$ cat config.mk
export PLATFORM = sky130hd
export DESIGN_NAME = midi_msg_parser
export DESIGN_NICKNAME = d
export VERILOG_FILES = /design/src/rtl/midi_parser_pkg.sv /design/src/rtl/midi_byte_class.sv /design/src/rtl/midi_msg_collector.sv /design/src/rtl/midi_event_stage.sv /design/src/rtl/midi_msg_parser.sv
export SDC_FILE = /design/constraint.sdc
export NUM_CORES = 1
export LEC_CHECK = 0
export BUFFER_PORTS_ARGS = -buffer_cell sky130_fd_sc_hd__buf_2
export CAP_MARGIN = 10
export CORE_MARGIN = 2
export CORE_UTILIZATION = 45
export CTS_BUF_LIST = sky130_fd_sc_hd__clkbuf_8
export DETAILED_ROUTE_END_ITERATION = 8
export PLACE_DENSITY = 0.77
export SYNTH_ARGS = -nofsm -noshare
export SYNTH_HDL_FRONTEND = slang
export SYNTH_HIERARCHICAL = 1
export SYNTH_SLANG_ARGS = --single-unit
$ cat constraint.sdc
create_clock -name clk -period 2.9 [get_ports clk]
set_clock_uncertainty 0.2 [all_clocks]
set_input_delay 0 -clock clk [delete_from_list [all_inputs] [get_ports clk]]
set_output_delay 0 -clock clk [all_outputs]
set_load 0.03 [all_outputs]
$ cat src/rtl/midi_parser_pkg.sv
`timescale 1ns/1ps
package midi_parser_pkg;

    typedef enum logic [2:0] {
        EV_NONE = 3'd0,
        EV_NOTE = 3'd1,
        EV_CTRL = 3'd2,
        EV_PROG = 3'd3,
        EV_PRES = 3'd4,
        EV_BEND = 3'd5,
        EV_SYSX = 3'd6
    } ev_kind_e;

    localparam logic [7:0] SX_OPEN  = 8'hF0;
    localparam logic [7:0] SX_CLOSE = 8'hF7;
    localparam logic [3:0] HI_SYS   = 4'hF;

    // number of data bytes a channel status needs
    function automatic logic [1:0] data_bytes(input logic [3:0] hi);
        case (hi)
            4'hC, 4'hD: data_bytes = 2'd1;
            default:    data_bytes = 2'd2;
        endcase
    endfunction

    function automatic ev_kind_e kind_of(input logic [3:0] hi);
        case (hi)
            4'h8, 4'h9: kind_of = EV_NOTE;
            4'hB:       kind_of = EV_CTRL;
            4'hC:       kind_of = EV_PROG;
            4'hD:       kind_of = EV_PRES;
            4'hE:       kind_of = EV_BEND;
            4'hF:       kind_of = EV_SYSX;
            default:    kind_of = EV_NONE;
        endcase
    endfunction

endpackage

$ cat src/rtl/midi_byte_class.sv
`timescale 1ns/1ps
module midi_byte_class
    import midi_parser_pkg::*;
(
    input  logic [7:0] byte_i,
    output logic       is_data,
    output logic       is_sx_open,
    output logic       is_sx_close,
    output logic       is_chan_stat,
    output logic       is_sys_other
);
    always_comb begin
        is_data      = !byte_i[7];
        is_sx_open   = (byte_i == SX_OPEN);
        is_sx_close  = (byte_i == SX_CLOSE);
        is_chan_stat = byte_i[7] && (byte_i[7:4] != HI_SYS);
        is_sys_other = (byte_i[7:4] == HI_SYS) && !is_sx_open && !is_sx_close;
    end
endmodule

$ cat src/rtl/midi_msg_collector.sv
`timescale 1ns/1ps
module midi_msg_collector
    import midi_parser_pkg::*;
#(
    parameter int PORT_W = 1,
    parameter int ERR_W  = 8,
    localparam int CH_W  = PORT_W + 4
) (
    input  logic              clk,
    input  logic              rst_n,
    input  logic              in_valid,
    input  logic [7:0]        in_byte,
    input  logic [PORT_W-1:0] in_port,
    input  logic              is_data,
    input  logic              is_sx_open,
    input  logic              is_sx_close,
    input  logic              is_chan_stat,
    input  logic              is_sys_other,
    output logic              cand_vld,
    output logic [3:0]        cand_hi,
    output logic [CH_W-1:0]   cand_chan,
    output logic [6:0]        cand_d1,
    output logic [6:0]        cand_d2,
    output logic              cand_sxs,
    output logic              cand_sxe,
    output logic [ERR_W-1:0]  err_count
);
    typedef struct packed {
        logic             run_vld;
        logic [3:0]       run_hi;
        logic [CH_W-1:0]  run_ch;
        logic             have_d0;
        logic [6:0]       d0;
        logic             in_sx;
        logic             sx_first;
        logic [ERR_W-1:0] err;
    } col_t;

    col_t st_d, st_q;

    always_comb begin
        st_d      = st_q;
        cand_vld  = 1'b0;
        cand_hi   = 4'h0;
        cand_chan = '0;
        cand_d1   = 7'h00;
        cand_d2   = 7'h00;
        cand_sxs  = 1'b0;
        cand_sxe  = 1'b0;
        if (in_valid) begin
            if (is_sx_open) begin
                st_d.in_sx    = 1'b1;
                st_d.sx_first = 1'b1;
                st_d.run_vld  = 1'b0;
                st_d.have_d0  = 1'b0;
            end else if (is_sx_close) begin
                if (st_q.in_sx) begin
                    cand_vld      = 1'b1;
                    cand_hi       = HI_SYS;
                    cand_sxs      = st_q.sx_first;
                    cand_sxe      = 1'b1;
                    st_d.in_sx    = 1'b0;
                    st_d.sx_first = 1'b0;
                end
            end else if (is_chan_stat) begin
                st_d.run_vld  = 1'b1;
                st_d.run_hi   = in_byte[7:4];
                st_d.run_ch   = {in_port, in_byte[3:0]};
                st_d.have_d0  = 1'b0;
                st_d.in_sx    = 1'b0;
                st_d.sx_first = 1'b0;
            end else if (is_sys_other) begin
                st_d.run_vld  = 1'b0;
                st_d.have_d0  = 1'b0;
                st_d.in_sx    = 1'b0;
                st_d.sx_first = 1'b0;
            end else if (is_data) begin
                if (st_q.in_sx) begin
                    cand_vld      = 1'b1;
                    cand_hi       = HI_SYS;
                    cand_d1       = in_byte[6:0];
                    cand_sxs      = st_q.sx_first;
                    st_d.sx_first = 1'b0;
                end else if (!st_q.run_vld) begin
                    if (st_q.err != '1) st_d.err = st_q.err + 1'b1;
                end else if (data_bytes(st_q.run_hi) == 2'd1) begin
                    cand_vld  = 1'b1;
                    cand_hi   = st_q.run_hi;
                    cand_chan = st_q.run_ch;
                    cand_d1   = in_byte[6:0];
                end else if (st_q.have_d0) begin
                    cand_vld     = 1'b1;
                    cand_hi      = st_q.run_hi;
                    cand_chan    = st_q.run_ch;
                    cand_d1      = st_q.d0;
                    cand_d2      = in_byte[6:0];
                    st_d.have_d0 = 1'b0;
                end else begin
                    st_d.d0      = in_byte[6:0];
                    st_d.have_d0 = 1'b1;
                end
            end
        end
    end

    always_ff @(posedge clk) begin
        if (!rst_n) st_q <= '0;
        else        st_q <= st_d;
    end

    assign err_count = st_q.err;

    assert_err_monotonic_R10: assert property (@(posedge clk) disable iff (!rst_n)
        st_q.err >= $past(st_q.err));

    assert_idle_holds_state_R12: assert property (@(posedge clk) disable iff (!rst_n)
        !in_valid |=> $stable(st_q));

    assert_frame_excludes_status_R7: assert property (@(posedge clk) disable iff (!rst_n)
        !(st_q.in_sx && st_q.run_vld));

    assert_partial_needs_status_R9: assert property (@(posedge clk) disable iff (!rst_n)
        st_q.have_d0 |-> st_q.run_vld);

endmodule

$ cat src/rtl/midi_event_stage.sv
`timescale 1ns/1ps
module midi_event_stage
    import midi_parser_pkg::*;
#(
    parameter int CH_W       = 5,
    parameter int CHAN_LIMIT = 26
) (
    input  logic            clk,
    input  logic            rst_n,
    input  logic            cand_vld,
    input  logic [3:0]      cand_hi,
    input  logic [CH_W-1:0] cand_chan,
    input  logic [6:0]      cand_d1,
    input  logic [6:0]      cand_d2,
    input  logic            cand_sxs,
    input  logic            cand_sxe,
    output logic            ev_valid,
    output logic [2:0]      ev_kind,
    output logic [CH_W-1:0] ev_chan,
    output logic [6:0]      ev_d1,
    output logic [6:0]      ev_d2,
    output logic [15:0]     ev_bend,
    output logic            ev_sx_start,
    output logic            ev_sx_end
);
    localparam logic [CH_W:0] LIM = CHAN_LIMIT[CH_W:0];

    typedef struct packed {
        logic            v;
        ev_kind_e        k;
        logic [CH_W-1:0] ch;
        logic [6:0]      d1;
        logic [6:0]      d2;
        logic [15:0]     bend;
        logic            sxs;
        logic            sxe;
    } out_t;

    out_t out_d, out_q;
    ev_kind_e kind;
    logic     in_range;

    always_comb begin
        kind     = kind_of(cand_hi);
        in_range = ({1'b0, cand_chan} < LIM);
        out_d    = '0;
        if (cand_vld && kind != EV_NONE && (kind == EV_SYSX || in_range)) begin
            out_d.v   = 1'b1;
            out_d.k   = kind;
            out_d.ch  = cand_chan;
            out_d.d1  = cand_d1;
            out_d.d2  = (cand_hi == 4'h8) ? 7'h00 : cand_d2;
            out_d.sxs = cand_sxs;
            out_d.sxe = cand_sxe;
            if (kind == EV_BEND) out_d.bend = {2'b10, cand_d2, cand_d1};
        end
    end

    always_ff @(posedge clk) begin
        if (!rst_n) out_q <= '0;
        else        out_q <= out_d;
    end

    assign ev_valid    = out_q.v;
    assign ev_kind     = out_q.k;
    assign ev_chan     = out_q.ch;
    assign ev_d1       = out_q.d1;
    assign ev_d2       = out_q.d2;
    assign ev_bend     = out_q.bend;
    assign ev_sx_start = out_q.sxs;
    assign ev_sx_end   = out_q.sxe;

    assert_chan_below_limit_R4: assert property (@(posedge clk) disable iff (!rst_n)
        (ev_valid && ev_kind != EV_SYSX) |-> ({1'b0, ev_chan} < LIM));

    assert_event_has_kind_R1: assert property (@(posedge clk) disable iff (!rst_n)
        ev_valid |-> (ev_kind != EV_NONE));

    assert_event_from_candidate_R1: assert property (@(posedge clk) disable iff (!rst_n)
        ev_valid |-> $past(cand_vld));

endmodule

$ cat src/rtl/midi_msg_parser.sv
`timescale 1ns/1ps
module midi_msg_parser
    import midi_parser_pkg::*;
#(
    parameter int PORT_W     = 1,
    parameter int ERR_W      = 8,
    parameter int CHAN_LIMIT = 26,
    localparam int CH_W      = PORT_W + 4
) (
    input  logic              clk,
    input  logic              rst_n,
    input  logic              in_valid,
    output logic              in_ready,
    input  logic [7:0]        in_byte,
    input  logic [PORT_W-1:0] in_port,
    output logic              ev_valid,
    output logic [2:0]        ev_kind,
    output logic [CH_W-1:0]   ev_chan,
    output logic [6:0]        ev_d1,
    output logic [6:0]        ev_d2,
    output logic [15:0]       ev_bend,
    output logic              ev_sx_start,
    output logic              ev_sx_end,
    output logic [ERR_W-1:0]  err_count
);
    logic is_data, is_sx_open, is_sx_close, is_chan_stat, is_sys_other;
    logic            cand_vld, cand_sxs, cand_sxe;
    logic [3:0]      cand_hi;
    logic [CH_W-1:0] cand_chan;
    logic [6:0]      cand_d1, cand_d2;

    assign in_ready = 1'b1;

    midi_byte_class class_i (
        .byte_i       (in_byte),
        .is_data      (is_data),
        .is_sx_open   (is_sx_open),
        .is_sx_close  (is_sx_close),
        .is_chan_stat (is_chan_stat),
        .is_sys_other (is_sys_other)
    );

    midi_msg_collector #(.PORT_W(PORT_W), .ERR_W(ERR_W)) coll_i (
        .clk          (clk),
        .rst_n        (rst_n),
        .in_valid     (in_valid),
        .in_byte      (in_byte),
        .in_port      (in_port),
        .is_data      (is_data),
        .is_sx_open   (is_sx_open),
        .is_sx_close  (is_sx_close),
        .is_chan_stat (is_chan_stat),
        .is_sys_other (is_sys_other),
        .cand_vld     (cand_vld),
        .cand_hi      (cand_hi),
        .cand_chan    (cand_chan),
        .cand_d1      (cand_d1),
        .cand_d2      (cand_d2),
        .cand_sxs     (cand_sxs),
        .cand_sxe     (cand_sxe),
        .err_count    (err_count)
    );

    midi_event_stage #(.CH_W(CH_W), .CHAN_LIMIT(CHAN_LIMIT)) evt_i (
        .clk         (clk),
        .rst_n       (rst_n),
        .cand_vld    (cand_vld),
        .cand_hi     (cand_hi),
        .cand_chan   (cand_chan),
        .cand_d1     (cand_d1),
        .cand_d2     (cand_d2),
        .cand_sxs    (cand_sxs),
        .cand_sxe    (cand_sxe),
        .ev_valid    (ev_valid),
        .ev_kind     (ev_kind),
        .ev_chan     (ev_chan),
        .ev_d1       (ev_d1),
        .ev_d2       (ev_d2),
        .ev_bend     (ev_bend),
        .ev_sx_start (ev_sx_start),
        .ev_sx_end   (ev_sx_end)
    );

    assert_event_needs_input_R12: assert property (@(posedge clk) disable iff (!rst_n)
        ev_valid |-> $past(in_valid));

    assert_frame_flags_only_sysex_R6: assert property (@(posedge clk) disable iff (!rst_n)
        (ev_sx_start || ev_sx_end) |-> (ev_valid && ev_kind == 3'd6));

endmodule

## After elaboration in Yosys (flattened, before gate mapping)

Cells that the tools add are included.

| cells by class | value |
|---|---|
| shift operators | 0 |
| eq/ne operators | 23 |
| magnitude comparators | 1 |
| $mul | 0 |
| reduce and logical (&&, ||, !) cells | 27 |
| bitwise gates (word level) | 12 |
| $add $sub $neg | 1 |
| multiplexer cells | 101 |
| divide/modulo/power cells | 0 |

Operators by type and width:

| operator | count |
|---|---|
| 7-bit two-way mux | 24 |
| 8-bit two-way mux | 7 |
| 5-bit two-way mux | 10 |
| 4-bit two-way mux | 11 |
| 41-bit two-way mux | 1 |
| 4-bit == test (second input constant) | 10 |
| 1-bit two-way mux | 31 |
| 2-bit two-way mux | 12 |
| 18-bit two-way mux | 1 |
| 9-bit two-way mux | 2 |
| 3-bit case mux with 6 select lines | 1 |
| 8-bit == test (second input constant) | 2 |
| 16-bit two-way mux | 1 |
| 4-bit inequality test (second input constant) | 3 |
| 1-bit NOT | 12 |
| 4-bit nonzero test | 3 |
| 10-bit AND reduction | 1 |
| 9-bit AND reduction | 1 |
| 8-bit by 1-bit adder with 8-bit output (second input constant) | 1 |
| 8-bit inequality test (second input constant) | 1 |
| 4-bit AND reduction | 2 |
| 3-bit == test (second input constant) | 2 |
| 3-bit AND reduction | 2 |
| 6-bit AND reduction | 1 |
| 15 further kinds | 23 |

| storage, ports and cells | value |
|---|---|
| input bits | 12 |
| output and inout bits | 50 |
| memories | 0 |
| register bits | 69 |
| ROM bits | 0 |
| bits in latches | 0 |
| memory bits (writable) | 0 |

## Logic depth before layout (Yosys ltp)

| depth | value |
|---|---|
| depth after elaboration | 29 |
| mapped depth | 12 |

## Cells and area by module

Netlist, hierarchy kept.

By module, submodules not included:

| module | cells an instance | area an instance (µm²) | times used |
|---|---|---|---|
| midi_msg_collector | 217 | 1646.6 | 1 |
| midi_event_stage | 122 | 1248.7 | 1 |
| midi_byte_class | 10 | 63.8 | 1 |
| midi_msg_parser | 2 | 11.3 | 1 |

## Worst setup path before layout

Ideal clock, no wire load.

| timing path | value |
|---|---|
| path kind | input to register |
| start | in in_byte[4] |
| end | reg evt_i.out_q, in the netlist evt_i/ev_bend[10] |
| library setup time | 0.064 ns |
| required time | 2.636 ns |
| setup slack | 0.557 ns |
| stages | 11 |
| buffers on the path | 2 |
| arrival time | 2.079 ns |
| cells stage by stage | nand4_1 -> nor3_1 -> clkbuf_1 -> nor2b_1 -> o21a_1 -> nor3b_1 -> and2_1 -> o211ai_4 -> o2111ai_4 -> buf_6 -> nor2_1 |

RTL lines:

| item | RTL line | RTL |
|---|---|---|
| start: declaration | midi_msg_parser.sv:14 | `input logic [7:0] in_byte,` |
| 8-bit == test * | midi_byte_class.sv:15 | `is_sx_close = (byte_i == SX_CLOSE);` |
| net is_sx_close | midi_msg_parser.sv:26 | `logic is_data, is_sx_open, is_sx_close, is_chan_stat, is_sys_other;` |
| 1-bit zero test | midi_byte_class.sv:17 | `is_sys_other = (byte_i[7:4] == HI_SYS) && !is_sx_open && !is_sx_close;` |
| 1-bit logical AND | midi_byte_class.sv:17 |  |
| 5-bit two-way mux | midi_msg_collector.sv:72 | `end else if (is_sys_other) begin` |
| 5-bit two-way mux | midi_msg_collector.sv:65 | `end else if (is_chan_stat) begin` |
| 5-bit two-way mux * | midi_msg_collector.sv:56 | `end else if (is_sx_close) begin` |
| 5-bit two-way mux * | midi_msg_collector.sv:51 | `if (is_sx_open) begin` |
| 5-bit two-way mux * | midi_msg_collector.sv:50 | `if (in_valid) begin` |
| net cand_chan[2] | midi_msg_parser.sv:29 | `logic [CH_W-1:0] cand_chan;` |
| 5-bit < comparator * | midi_event_stage.sv:45 | `in_range = ({1'b0, cand_chan} < LIM);` |
| 1-bit logical OR * | midi_event_stage.sv:47 | `if (cand_vld && kind != EV_NONE && (kind == EV_SYSX \|\| in_range)) begin` |
| 1-bit logical AND * | midi_event_stage.sv:47 |  |
| 3-bit AND reduction (no line) * | -- |  |
| end signal: assignment | midi_event_stage.sv:61 | `else out_q <= out_d;` |
| end: declaration | midi_event_stage.sv:39 | `out_t out_d, out_q;` |

The timed path passes the listed nets; every way through them passes the cells marked *.
A chain may end at the register's enable or synchronous reset.

## Worst setup path in the final report

| timing path | value |
|---|---|
| start | in in_byte[6] |
| end | reg evt_i.out_q, in the netlist evt_i/ev_chan[2] |

RTL lines:

| item | RTL line | RTL |
|---|---|---|
| 4-bit inequality test * | midi_byte_class.sv:16 | `is_chan_stat = byte_i[7] && (byte_i[7:4] != HI_SYS);` |
| 1-bit logical AND * | midi_byte_class.sv:16 |  |
| net is_chan_stat | midi_msg_parser.sv:26 |  |
| 4-bit two-way mux * | midi_msg_collector.sv:65 |  |
| 4-bit two-way mux * | midi_msg_collector.sv:56 |  |
| 4-bit two-way mux * | midi_msg_collector.sv:51 |  |
| 4-bit two-way mux * | midi_msg_collector.sv:50 |  |
| net cand_hi[2] | midi_msg_parser.sv:28 | `logic [3:0] cand_hi;` |
| 4-bit == test | midi_parser_pkg.sv:27 | `case (hi)` |
| 2-bit OR reduction | midi_parser_pkg.sv:27 |  |
| 3-bit case mux with 6 select lines * | midi_parser_pkg.sv:27 |  |
| 3-bit == test or 3-bit nonzero test (tied branches) | midi_event_stage.sv:47 |  |
| 1-bit logical OR or 1-bit logical AND (tied branches) | midi_event_stage.sv:47 |  |
| 1-bit logical AND * | midi_event_stage.sv:47 |  |
| 2-bit AND reduction (no line) * | -- |  |

Marks and branches as above.

==> reports/metrics.csv <==
metric,value,unit
yosys-top-cells-count,"68 x dfxtp_1, 50 x nand2_1, 50 x nor2_1, 26 x a21oi_1, 17 x o21ai_0",
path_class,input port to register,
drc,0,
gp_congestion,0.912,
start_util,46.8,%
hp-start,coll_i/st_q[20],
r2r-end,evt_i/ev_chan[2],
drv_cap,0,
clk_latency,0.35,ns
r2r_start,coll_i/st_q[27],
vias,2751,
antenna_found_initial,0,
n_fill_cell,547,
synth_top_area_cell,dfxtp_1,
ios,62,
slowest_delay,0.53,ns
diodes,0,
grt_max_degree,26,
clk_pin_slew,0.07,ns
numPortBuffers,59,
power.switching,0.450,mW
routedWlPerCell,14.5,um
p_per_area,515,nW/um^2
syn-num-nets,364,
setup_viol,0,
clk_path_buf_depth,2,
hold_class,register to register,
sw_frac_of_total,23.4,%
slowest_stage,dlygate4sd3_1,
cts_buffers,9,
synth_edf_count,0,
syn_avg_cell_area,8.46,um^2
ys_seq_area_share,45.8,%
final_cell_area,3740,um^2
drtPass1Iterations,5,
ys_warn_count,6,
reg2reg_depth,7,
cts.sinks,68,
coreArea,6350,um^2
root_buffer,clkbuf_8,
synth_top_area_share,45.8,%
yosysMostFrequentCell,dfxtp_1,
htreeDepth,3,
ir_drop,0.000333,V
netlist_top_cells_area,"dfxtp_1 46%, nand2_1 6.3%, nor2_1 6.3%",
dpl.cell_count,474,
gr-total-overflow,0,
syn_area,2970,um^2
syn-instance-count,351,
grt_pass1_wl,11000,um
min_to,coll_i/st_q[20],
fin_cells,504,
die_h,85.2,um
cp_max_fo,7,
status,finished clean,
ys_ff_latch,68,
seq_area,1360,um^2
viasPerCell,5.46,
intPower,1.47,mW
critical_path_arrival,2.91,ns
num_rows,29,
comb_power_share,5.5,%
critPathRequiredTime,2.99,ns
finish.utilization,58.9,%
synth.distinct_cells,54,
slew_violations,0,
grt_pass1_vias,2346,
period_share,97.0,%
setup_tns,0,ns
antenna_left,0,
holdPathStages,2,
postPlaceCellArea,3300,um^2
fp.dieW,85.2,um
finalPower,1.92,mW
period_needed,2.81,ns
yosys_most_used_dff,dfxtp_1,
tightest_slew,0.618,ns
r2r_slack,0.52,ns
wl,7310,um
multi_input_area,1530,um^2
grt_use_total,19.1,%
power_frac_seq,49.4,%
path_delay_family,simple AND/OR/NAND/NOR gates,
worstSetupEndpointType,register,
p_leak,1.54,nW
finalHoldViolCount,0,
startpoint_type,input port,
cts_tree,built,
area_delta_synth_final,25.9,%
layout-drive-gt1-share,26.7,%
synthArstFlopShare,0,%
slew-limit-headroom,58.7,%
p_clk_share,45.1,%
drt_iter0_drc,192,
fmax,0.355,GHz
dieArea,7270,um^2
path_cells,dlygate4sd3_1 > buf_2 > nand4_1 > and2_1 > or3b_1 > a21o_1 > nor2_2 > and3_4 > o221a_2 > and3_1,
hpwl,4860,um
finish.net_count,435,
critical_path_buf_inv_count,2,
==> what timing repair did <==
action / 4_1_cts / 5_1_grt
gates resized for setup: 0 / 16
hold buffers: 11 / 0
hold endpoints to repair: 53 / 0
buffers inserted: 0 / 1
endpoints found under the setup margin: 0 / 37
==> logic make-up after synthesis <==
| logic type | Yosys count | synth area share, % |
|---|---|---|
| other cells | 2 | 0.253 |
| simple gates | 172 | 29.1 |
| mux | 9 | 3.03 |
| fa+ha+maj | 1 | 0.421 |
| compound gates | 68 | 15.2 |
| flops | 68 | 45.8 |
| buf+inv | 31 | 6.15 |
==> power by group through the flow <==
stage | registers, mW | logic (mW) | clock network [mW]
CTS | 0.950 | 0.0998 | 0.881
detailed placement | 0.972 | 0.0876 | 0
global placement | 0.972 | 0.0863 | 0
finish | 0.951 | 0.106 | 0.868
global route | 0.952 | 0.114 | 0.919
floorplan | 0.971 | 0.0571 | 0
==> how the worst max path moves through the flow <==
| stage | start | endpoint | slack [ns] | depth (start not counted) |
|---|---|---|---|---|
| after floorplan | in_byte[4] | evt_i/ev_bend[10] | 0.56 | 11 |
| after global placement | in_byte[1] | evt_i/ev_bend[12] | 0.29 | 9 |
| after detailed placement | in_byte[1] | evt_i/ev_bend[0] | 0.24 | 9 |
| after CTS | in_byte[0] | evt_i/ev_d2[5] | 0.03 | 11 |
| after global routing | in_byte[6] | evt_i/ev_bend[8] | -0.04 | 11 |
| final | in_byte[6] | evt_i/ev_chan[2] | 0.09 | 10 |
==> stage by stage <==
stage / setup slack, ns / hold WS [ns]
CTS: 0.0278 / 0.244
floorplan: 0.557 / -0.0645
finish: 0.0862 / 0.249
global route: -0.0364 / 0.267
detailed placement: 0.244 / 0.0637
global placement: 0.292 / 0.0567
==> placed cells by master, fill, tap and decap left out, types with 2 or more instances in the layout <==
cell	Yosys	routed
o31ai_1	3	3
dfxtp_1	68	68
or3_1	3	3
conb_1	2	2
nand4_1	2	2
or4_1	2	2
and2_1	15	12
nand3_1	10	9
nand2_1	50	50
and3_1	8	8
nor3_1	5	3
o21a_1	2	2
clkinv_4	0	3
nor4_2	1	2
and4b_1	2	2
dlygate4sd3_1	0	11
nor2b_1	4	4
and2_2	0	3
a21o_1	2	2
inv_1	4	4
o211ai_1	2	2
mux2i_1	9	9
o21ai_0	17	17
nor3_2	1	2
nand2b_1	3	3
buf_2	2	59
and4_1	3	3
clkbuf_8	0	9
nor2_1	50	48
a31oi_1	5	5
buf_4	11	14
bufinv_16	0	2
a21oi_1	26	25
==> flip-flops by register name, indices dropped and copies added (netlist names) <==
register,count
evt_i/ev_d1,7
evt_i/ev_kind,3
coll_i/st_q,20
coll_i/err_count,8
evt_i/ev_valid,1
evt_i/ev_sx_end,1
evt_i/ev_sx_start,1
evt_i/ev_bend,15
evt_i/ev_d2,7
evt_i/ev_chan,5
==> final cells by class <==
type | count | share of cell area (%)
Multi-Input combinational cell | 254 | 40.9
Timing Repair Buffer | 84 | 13.7
Sequential cell | 68 | 36.4
Clock buffer | 9 | 3.31
Tap cell | 77 | 2.58
Inverter | 5 | 0.502
Clock inverter | 7 | 2.68
==> worst reg2reg max path, stage by stage, from the launching register on <==
cell and delay (ns):
dfxtp_1 0.35, nor2b_1 0.26, o21a_1 0.23, nor3b_4 0.25, and2_1 0.27, o211ai_4 0.16, o221a_2 0.37, and3_1 0.18
==> metal layers <==
layer / routed length, um / GRT usage [%]
met1: 3120 / 24.7
met2: 3440 / 29.5
met3: 527 / 4.67
met4: 228 / 9.96
met5: 0 / 0
(Power assumes the default switching activity.)
